### src/rtl/div_pkg.sv
`timescale 1ns/1ps
package div_pkg;
    typedef enum logic [1:0] {S_IDLE, S_RUN, S_FIX, S_DONE} div_state_e;

    typedef struct packed {
        logic word;
        logic sgn;
        logic ext;
        logic rem;
    } div_op_t;
endpackage

### src/rtl/div_precheck.sv
`timescale 1ns/1ps
module div_precheck import div_pkg::*; #(
    parameter int XLEN = 64,
    parameter int WLEN = 32
) (
    input  div_op_t          op,
    input  logic [XLEN-1:0]  a,
    input  logic [XLEN-1:0]  b,
    output logic [XLEN-1:0]  mag_a,
    output logic [XLEN-1:0]  mag_b,
    output logic             a_neg,
    output logic             b_neg,
    output logic             ovf_pre
);
    localparam int HI = XLEN - WLEN;

    logic [XLEN-1:0] a_op, b_op;
    logic            a_min, b_ones, b_zero, min_by_m1, ext_big;

    always_comb begin
        // Operands as XLEN-bit two's complement values of the chosen width
        if (op.word) begin
            a_op = op.sgn ? {{HI{a[WLEN-1]}}, a[WLEN-1:0]} : {{HI{1'b0}}, a[WLEN-1:0]};
            b_op = op.sgn ? {{HI{b[WLEN-1]}}, b[WLEN-1:0]} : {{HI{1'b0}}, b[WLEN-1:0]};
            a_neg  = op.sgn & a[WLEN-1];
            b_neg  = op.sgn & b[WLEN-1];
            a_min  = (a[WLEN-1:0] == {1'b1, {(WLEN-1){1'b0}}});
            b_ones = &b[WLEN-1:0];
        end else begin
            a_op = a;
            b_op = b;
            a_neg  = op.sgn & a[XLEN-1];
            b_neg  = op.sgn & b[XLEN-1];
            a_min  = (a == {1'b1, {(XLEN-1){1'b0}}});
            b_ones = &b;
        end
        mag_a = a_neg ? (~a_op + 1'b1) : a_op;
        mag_b = b_neg ? (~b_op + 1'b1) : b_op;

        b_zero    = (b_op == '0);
        min_by_m1 = op.sgn & ~op.ext & a_min & b_ones;
        // A scaled dividend whose high half is not below the divisor cannot fit
        ext_big   = op.ext & (mag_a >= mag_b);
        ovf_pre   = b_zero | min_by_m1 | ext_big;
    end
endmodule

### src/rtl/div_core.sv
`timescale 1ns/1ps
module div_core #(
    parameter int XLEN = 64,
    parameter int CW   = 7
) (
    input  logic             clk,
    input  logic             rst_n,
    input  logic             load,
    input  logic             step,
    input  logic [XLEN-1:0]  rem_init,
    input  logic [XLEN-1:0]  shr_init,
    input  logic [XLEN-1:0]  dvs_init,
    input  logic [CW-1:0]    iters_m1,
    output logic [XLEN-1:0]  quo,
    output logic [XLEN-1:0]  rem,
    output logic             last
);
    logic [XLEN-1:0] rem_q, shr_q, dvs_q;
    logic [CW-1:0]   cnt_q;
    logic [XLEN:0]   widened, trial;
    logic            fits;

    always_comb begin
        widened = {rem_q, shr_q[XLEN-1]};
        trial   = widened - {1'b0, dvs_q};
        fits    = (widened >= {1'b0, dvs_q});
    end

    always_ff @(posedge clk) begin
        if (!rst_n) begin
            rem_q <= '0;
            shr_q <= '0;
            dvs_q <= '0;
            cnt_q <= '0;
        end else if (load) begin
            rem_q <= rem_init;
            shr_q <= shr_init;
            dvs_q <= dvs_init;
            cnt_q <= iters_m1;
        end else if (step) begin
            rem_q <= fits ? trial[XLEN-1:0] : widened[XLEN-1:0];
            shr_q <= {shr_q[XLEN-2:0], fits};
            if (cnt_q != '0) cnt_q <= cnt_q - 1'b1;
        end
    end

    assign quo  = shr_q;
    assign rem  = rem_q;
    assign last = (cnt_q == '0);
endmodule

### src/rtl/div_post.sv
`timescale 1ns/1ps
module div_post import div_pkg::*; #(
    parameter int XLEN = 64,
    parameter int WLEN = 32
) (
    input  div_op_t          op,
    input  logic             neg_q,
    input  logic             neg_r,
    input  logic [XLEN-1:0]  quo,
    input  logic [XLEN-1:0]  rem,
    output logic [XLEN-1:0]  res,
    output logic             ovf_late,
    output logic [2:0]       cond
);
    localparam int HI = XLEN - WLEN;

    logic [XLEN-1:0] mag, val, shaped;
    logic            neg, top_bit, rest_zero;

    always_comb begin
        mag = op.rem ? rem : quo;
        neg = op.rem ? neg_r : neg_q;
        val = neg ? (~mag + 1'b1) : mag;

        if (op.word) begin
            shaped    = op.sgn ? {{HI{val[WLEN-1]}}, val[WLEN-1:0]} : {{HI{1'b0}}, val[WLEN-1:0]};
            top_bit   = mag[WLEN-1];
            rest_zero = (mag[WLEN-2:0] == '0);
        end else begin
            shaped    = val;
            top_bit   = mag[XLEN-1];
            rest_zero = (mag[XLEN-2:0] == '0);
        end

        // Signed scaled quotient: magnitude 2^(N-1) is only legal when negative
        ovf_late = op.ext & op.sgn & top_bit & ~(neg_q & rest_zero);
        res      = ovf_late ? '0 : shaped;

        cond[2] = res[XLEN-1];
        cond[0] = (res == '0);
        cond[1] = ~cond[2] & ~cond[0];
    end
endmodule

### src/rtl/div_unit.sv
`timescale 1ns/1ps
module div_unit import div_pkg::*; #(
    parameter int XLEN = 64,
    parameter int WLEN = 32
) (
    input  logic             clk,
    input  logic             rst_n,
    input  logic             start,
    input  logic             op_word,
    input  logic             op_signed,
    input  logic [1:0]       op_kind,
    input  logic [XLEN-1:0]  opnd_a,
    input  logic [XLEN-1:0]  opnd_b,
    output logic             busy,
    output logic             done,
    output logic [XLEN-1:0]  result,
    output logic             ovf,
    output logic [2:0]       cond
);
    localparam int CW = $clog2(XLEN + 1);
    localparam int HI = XLEN - WLEN;
    localparam logic [CW-1:0] ITER_W = CW'(WLEN - 1);
    localparam logic [CW-1:0] ITER_X = CW'(XLEN - 1);

    div_state_e      state_q, state_d;
    div_op_t         op_in, op_q;
    logic            neg_q_q, neg_r_q;
    logic            accept;
    logic [XLEN-1:0] mag_a, mag_b;
    logic            a_neg, b_neg, ovf_pre;
    logic [XLEN-1:0] rem_init, shr_init, quo, rem;
    logic            last;
    logic [XLEN-1:0] post_res;
    logic            post_ovf;
    logic [2:0]      post_cond;
    logic            lat_word, lat_sgn;

    always_comb begin
        op_in.word = op_word;
        op_in.sgn  = op_signed;
        op_in.ext  = op_kind[1];
        op_in.rem  = ~op_kind[1] & op_kind[0];
    end

    assign accept = start && (state_q == S_IDLE);

    div_precheck #(.XLEN(XLEN), .WLEN(WLEN)) u_pre (
        .op      (op_in),
        .a       (opnd_a),
        .b       (opnd_b),
        .mag_a   (mag_a),
        .mag_b   (mag_b),
        .a_neg   (a_neg),
        .b_neg   (b_neg),
        .ovf_pre (ovf_pre)
    );

    // Plain forms shift the dividend through from the top; scaled forms start
    // with the dividend already in the partial remainder.
    always_comb begin
        if (op_in.ext) begin
            rem_init = mag_a;
            shr_init = '0;
        end else begin
            rem_init = '0;
            shr_init = op_in.word ? {mag_a[WLEN-1:0], {HI{1'b0}}} : mag_a;
        end
    end

    div_core #(.XLEN(XLEN), .CW(CW)) u_core (
        .clk      (clk),
        .rst_n    (rst_n),
        .load     (accept && !ovf_pre),
        .step     (state_q == S_RUN),
        .rem_init (rem_init),
        .shr_init (shr_init),
        .dvs_init (mag_b),
        .iters_m1 (op_in.word ? ITER_W : ITER_X),
        .quo      (quo),
        .rem      (rem),
        .last     (last)
    );

    div_post #(.XLEN(XLEN), .WLEN(WLEN)) u_post (
        .op       (op_q),
        .neg_q    (neg_q_q),
        .neg_r    (neg_r_q),
        .quo      (quo),
        .rem      (rem),
        .res      (post_res),
        .ovf_late (post_ovf),
        .cond     (post_cond)
    );

    // State register
    always_ff @(posedge clk) begin
        if (!rst_n) state_q <= S_IDLE;
        else        state_q <= state_d;
    end

    // Next state
    always_comb begin
        state_d = state_q;
        unique case (state_q)
            S_IDLE:  if (start) state_d = ovf_pre ? S_DONE : S_RUN;
            S_RUN:   if (last)  state_d = S_FIX;
            S_FIX:   state_d = S_DONE;
            S_DONE:  state_d = S_IDLE;
            default: state_d = S_IDLE;
        endcase
    end

    // Outputs and operation context
    always_ff @(posedge clk) begin
        if (!rst_n) begin
            op_q    <= '0;
            neg_q_q <= 1'b0;
            neg_r_q <= 1'b0;
            result  <= '0;
            ovf     <= 1'b0;
            cond    <= 3'b000;
        end else if (accept) begin
            op_q    <= op_in;
            neg_q_q <= a_neg ^ b_neg;
            neg_r_q <= a_neg;
            if (ovf_pre) begin
                result <= '0;
                ovf    <= 1'b1;
                cond   <= 3'b001;
            end
        end else if (state_q == S_FIX) begin
            result <= post_res;
            ovf    <= post_ovf;
            cond   <= post_cond;
        end
    end

    assign busy     = (state_q != S_IDLE);
    assign done     = (state_q == S_DONE);
    assign lat_word = op_q.word;
    assign lat_sgn  = op_q.sgn;
endmodule

### config.mk
export PLATFORM = sky130hd
export DESIGN_NAME = div_unit
export DESIGN_NICKNAME = d
export VERILOG_FILES = /design/src/rtl/div_pkg.sv /design/src/rtl/div_precheck.sv /design/src/rtl/div_core.sv /design/src/rtl/div_post.sv /design/src/rtl/div_unit.sv
export SDC_FILE = /design/constraint.sdc
export NUM_CORES = 1
export LEC_CHECK = 0
export BUFFER_PORTS_ARGS = -buffer_cell sky130_fd_sc_hd__buf_2
export CAP_MARGIN = 20
export CORE_AREA = 8 8 254 195
export CTS_BUF_LIST = sky130_fd_sc_hd__clkbuf_4 sky130_fd_sc_hd__clkbuf_8 sky130_fd_sc_hd__clkbuf_16
export CTS_CLUSTER_SIZE = 10
export DETAILED_ROUTE_END_ITERATION = 10
export DIE_AREA = 0 0 262 203
export PLACE_DENSITY_LB_ADDON = 0.1
export SETUP_SLACK_MARGIN = 0.05
export SLEW_MARGIN = 20
export SYNTH_ARGS = -nofsm -noshare
export SYNTH_HDL_FRONTEND = slang
export SYNTH_HIERARCHICAL = 1
export SYNTH_SLANG_ARGS = --single-unit
### constraint.sdc
create_clock -name clk -period 14.72 [get_ports clk]
set_input_delay 1.472 -clock clk [delete_from_list [all_inputs] [get_ports clk]]
set_output_delay 1.472 -clock clk [all_outputs]
set_load 0.02 [all_outputs]
==> summary.md <==
| Metric | Value |
|---|---|
| Worst Skew | `0.0358 ns` |
| Post-synth EDFFs | `0` |
| DR vias/cell | `6.75` |
| Slowest stage cell, crit path | `xnor2_1` |
| Final Cycle Share | `about 62%` |
| CTS tree | `built` |
| Compound-Gate Fraction of Synth Area | `roughly 24%` |
| Run status | `finished, final reports clean` |
| Pleak | `~12 nW` |
| Reg-to-Reg Start | `op_q[0]$_SDFFE_PN0P_` |
| Crit path DAT | `~9.6 ns` |
| Minimum clock period | `9.11 ns` |
| # DRC | `0` |
| CP peak stage delay | `just over 1 ns` |
| Yosys cell types | `between 100 and 150` |
| TritonCTS buffer count | `31` |
| Setup violators final | `0` |
| Post-Synth Adder-Cell Area | `~6.5%` |
| Filler cell count | `a little over 4000` |
| I/O pins | `205` |
| Hold Path Class | `reg2reg` |
| Largest family of logic cells by synthesized area | `simple AND/OR/NAND/NOR gates` |
| Aggregate global routing overflow | `0` |
| CP Class | `in2reg` |
| Buffers on Ports | `204` |
| Multi-input logic area | `0.0197 mm2` |
| Initial drt markers | `approximately 4000` |
| Hold wc startpoint | `op_q[1]$_SDFFE_PN0P_` |
| XOR/XNOR Fraction of Synth Area | `7.63%` |
| Gates resized, CTS repair | `0` |
| H-tree Lvls | `1` |
| Reg clk slew, reported paths | `about 0.06 ns` |
| Hold slack | `0.465 ns` |
| Clock Sinks | `about 280` |
| Mapped cell area | `between 0.02 and 0.03 mm2` |
| Max Slew Vio Count | `0` |
| Die ar. | `approximately 0.053 mm2` |
| RSZ-0062 raised after global routing | `no` |
| Max_cap viols | `0` |
| Crit Path Max Fanout | `81` |
| Hold_buf cts | `0` |
| WP data required | `between 15 and 20 ns` |
| Row count | `just under 70` |
| Final Wtd Congestion | `between 1 and 1.5` |
| Async S/R FF share, synth | `0%` |
| Vias post-DR | `roughly 28000` |
| Sequential area share after synthesis | `between 20% and 30%` |
| # nets final | `roughly 3900` |
| DPL Wire Length | `slightly below 80000 um` |
| Setup TNS | `0 ns` |
| P&R area growth vs syn | `6.76%` |
| Latest clock arrival within the worst-skew pair | `0.62 ns` |
| Post-DRT Antenna Nets | `0` |
| Die Ht | `approximately 200 um` |
| Largest net degree at the start of global routing | `about 110` |
| Critical path launch point type | `primary input` |
| Reg area | `0.00551 mm2` |
| Die width | `roughly 260 um` |
| Worst VDD drop | `between 0.3 and 0.4 mV` |
| Warnings from Yosys | `6` |
| CORE AREA | `about 0.045 mm2` |
| Final hold vios | `0` |
| Seq cells post-synth | `around 280` |
| Layout cell share with drive strength beyond 1 | `11.5%` |
| First-pass GRT wire length | `around 160000 um` |
| Clk root buf | `clkbuf_16` |
| Syn_area_per_cell | `approximately 7.6 um2` |
| Total Wirelength | `a little over 100000 um` |
| Ys flop type | `dfxtp_1` |
| Rel. slew slack | `between 10% and 20%` |
| Fmax | `approximately 110 MHz` |
| Overall routing resource usage | `36.8%` |
| Postcts setup bufs | `0` |
| Clk buf depth | `3` |
| Multiplexer area fraction after synthesis | `a little under a tenth` |
| Slew @ Worst Pin | `~1.3 ns` |
| Power Density | `between 200 and 250 mW/mm2` |
| Vias in the first global route | `27000` |
| Post-Syn Instances | `between 3000 and 4000` |
| Post-Synth Simple-Gate Area | `roughly a quarter` |
| Total power | `7.11 mW` |
| DRT Pass-1 Iters | `7` |
| WL per Instance | `about 25 um` |
| Critical path, cell by cell | `buf_4 > buf_4 > nand2_1 > nand2_1 > nand2_1 > inv_1 > buf_4 > o31ai_1 > xnor2_1 > ha_1 > a21oi_1 > o21ai_0 > a221oi_1 > o211ai_1 > a31oi_1 > o31ai_2 > nor2_4 > buf_4 > inv_4 > nand2_1 > a311oi_1 > a31o_2` |
| Initial Util | `between 50% and 60%` |
| Crit. End Element | `flop` |
| Initial antenna violation count | `5` |
| Crit. Startpoint | `op_word` |
==> layout by cell type, fill, tap and decap left out, types with 27 or more instances in the layout <==
cell,netlist,final
a21o_1,34,34
a21oi_1,223,223
a22o_1,73,73
a311oi_1,29,28
a31oi_1,44,44
and2_1,120,120
buf_2,50,202
buf_4,9,33
clkbuf_16,0,31
dfxtp_1,275,274
ha_1,139,138
inv_1,186,185
mux2i_1,223,222
nand2_1,335,335
nand3_1,56,56
nand4_1,61,61
nor2_1,321,318
nor2b_1,85,85
nor3_1,88,88
nor4_1,39,39
o211a_1,67,67
o21ai_0,153,152
o31ai_1,28,27
or3_1,29,29
or4_1,31,31
xnor2_1,150,143
xor2_1,85,85
==> metal layers <==
metal	GRT usage [%]	wire length, um	vias to the layer above
met5	0	30	-
met4	17.6	5430	4
met3	9.80	11700	320
met2	57.1	44700	1608
met1	47.1	41000	13500
li1	-	-	12900
==> worst paths after layout <==
path	end	slack [ns]	cells after the start
min	op_q[1]$_SDFFE_PN0P_	0.47	2
max	u_core/rem[6]$_SDFFE_PN0P_	5.61	22
max reg2reg	cond[0]$_SDFFE_PN0P_	8.21	11
min reg2reg	op_q[1]$_SDFFE_PN0P_	0.47	2
==> metrics by stage <==
| step | instances | cell area [um2] | util, % | setup slack (ns) |
|---|---|---|---|---|
| 6_report | 4198 | 28800 | 63.4 | 5.61 |
| 5_1_grt | 4196 | 28800 | 63.4 | 5.27 |
| 4_1_cts | 4196 | 28700 | 63.3 | 5.63 |
| 3_5_place_dp | 4159 | 27900 | 61.4 | 5.06 |
| 3_3_place_gp | 4159 | 27900 | 61.4 | 5.38 |
| 2_1_floorplan | 3570 | 27000 | - | 7.23 |
==> power by group <==
part           internal, mW  switching, mW  leakage (nW)
Clock                 0.386          0.319         0.417
Combinational          1.86           3.26          9.77
Sequential            0.953          0.334          2.25
Total                  3.19           3.92          12.4
==> registers in the layout (all words and copies together) (netlist names) <==
register      cells
result           64
u_core/dvs_q     64
u_core/quo       64
u_core/rem       64
u_core/cnt_q      7
cond              3
op_q              2
state_q           2
lat_sgn           1
lat_word          1
neg_q_q           1
neg_r_q           1
ovf               1
==> layout make-up <==
cell class | count | share of cell area (%)
sequential | 275 | 19.1
clock buffer | 36 | 2.84
multi-input combinational | 2865 | 68.5
inverter | 188 | 2.46
tap | 595 | 2.58
antenna | 2 | 0.0174
clock inverter | 1 | 0.0695
timing repair buffer | 236 | 4.41
==> worst max-delay path: cells and delay by family <==
family	cells	cell delay, ns
buf+inv	6	2.72
fa+ha+maj	1	0.43
xor+xnor	1	1.03
simple gates	5	1.33
compound gates	9	2.51
==> logic make-up (layout without fill, tap and decap cells) <==
kind of cell / after synthesis / in the layout
fa+ha+maj: 140 / 140
mux: 240 / 240
simple gates: 1315 / 1315
other cells: 2 / 8
compound gates: 929 / 929
flops: 275 / 275
buf+inv: 430 / 461
xor+xnor: 235 / 235
==> synth_stat cells, drive strengths merged (67+ instances only) <==
cell type	number	area, um2
nor2	323	1220
nor3	89	457
xor2	85	744
mux2i	226	2270
and2	123	773
nor2b	86	546
o211a	67	671
o21ai	157	786
a21oi	225	1130
xnor2	150	1310
ha	139	1740
dfxtp	275	5510
a22o	73	639
clkbuf	146	582
nand2	336	1260
buf	94	547
inv	187	702
(Power assumes the default switching activity.)
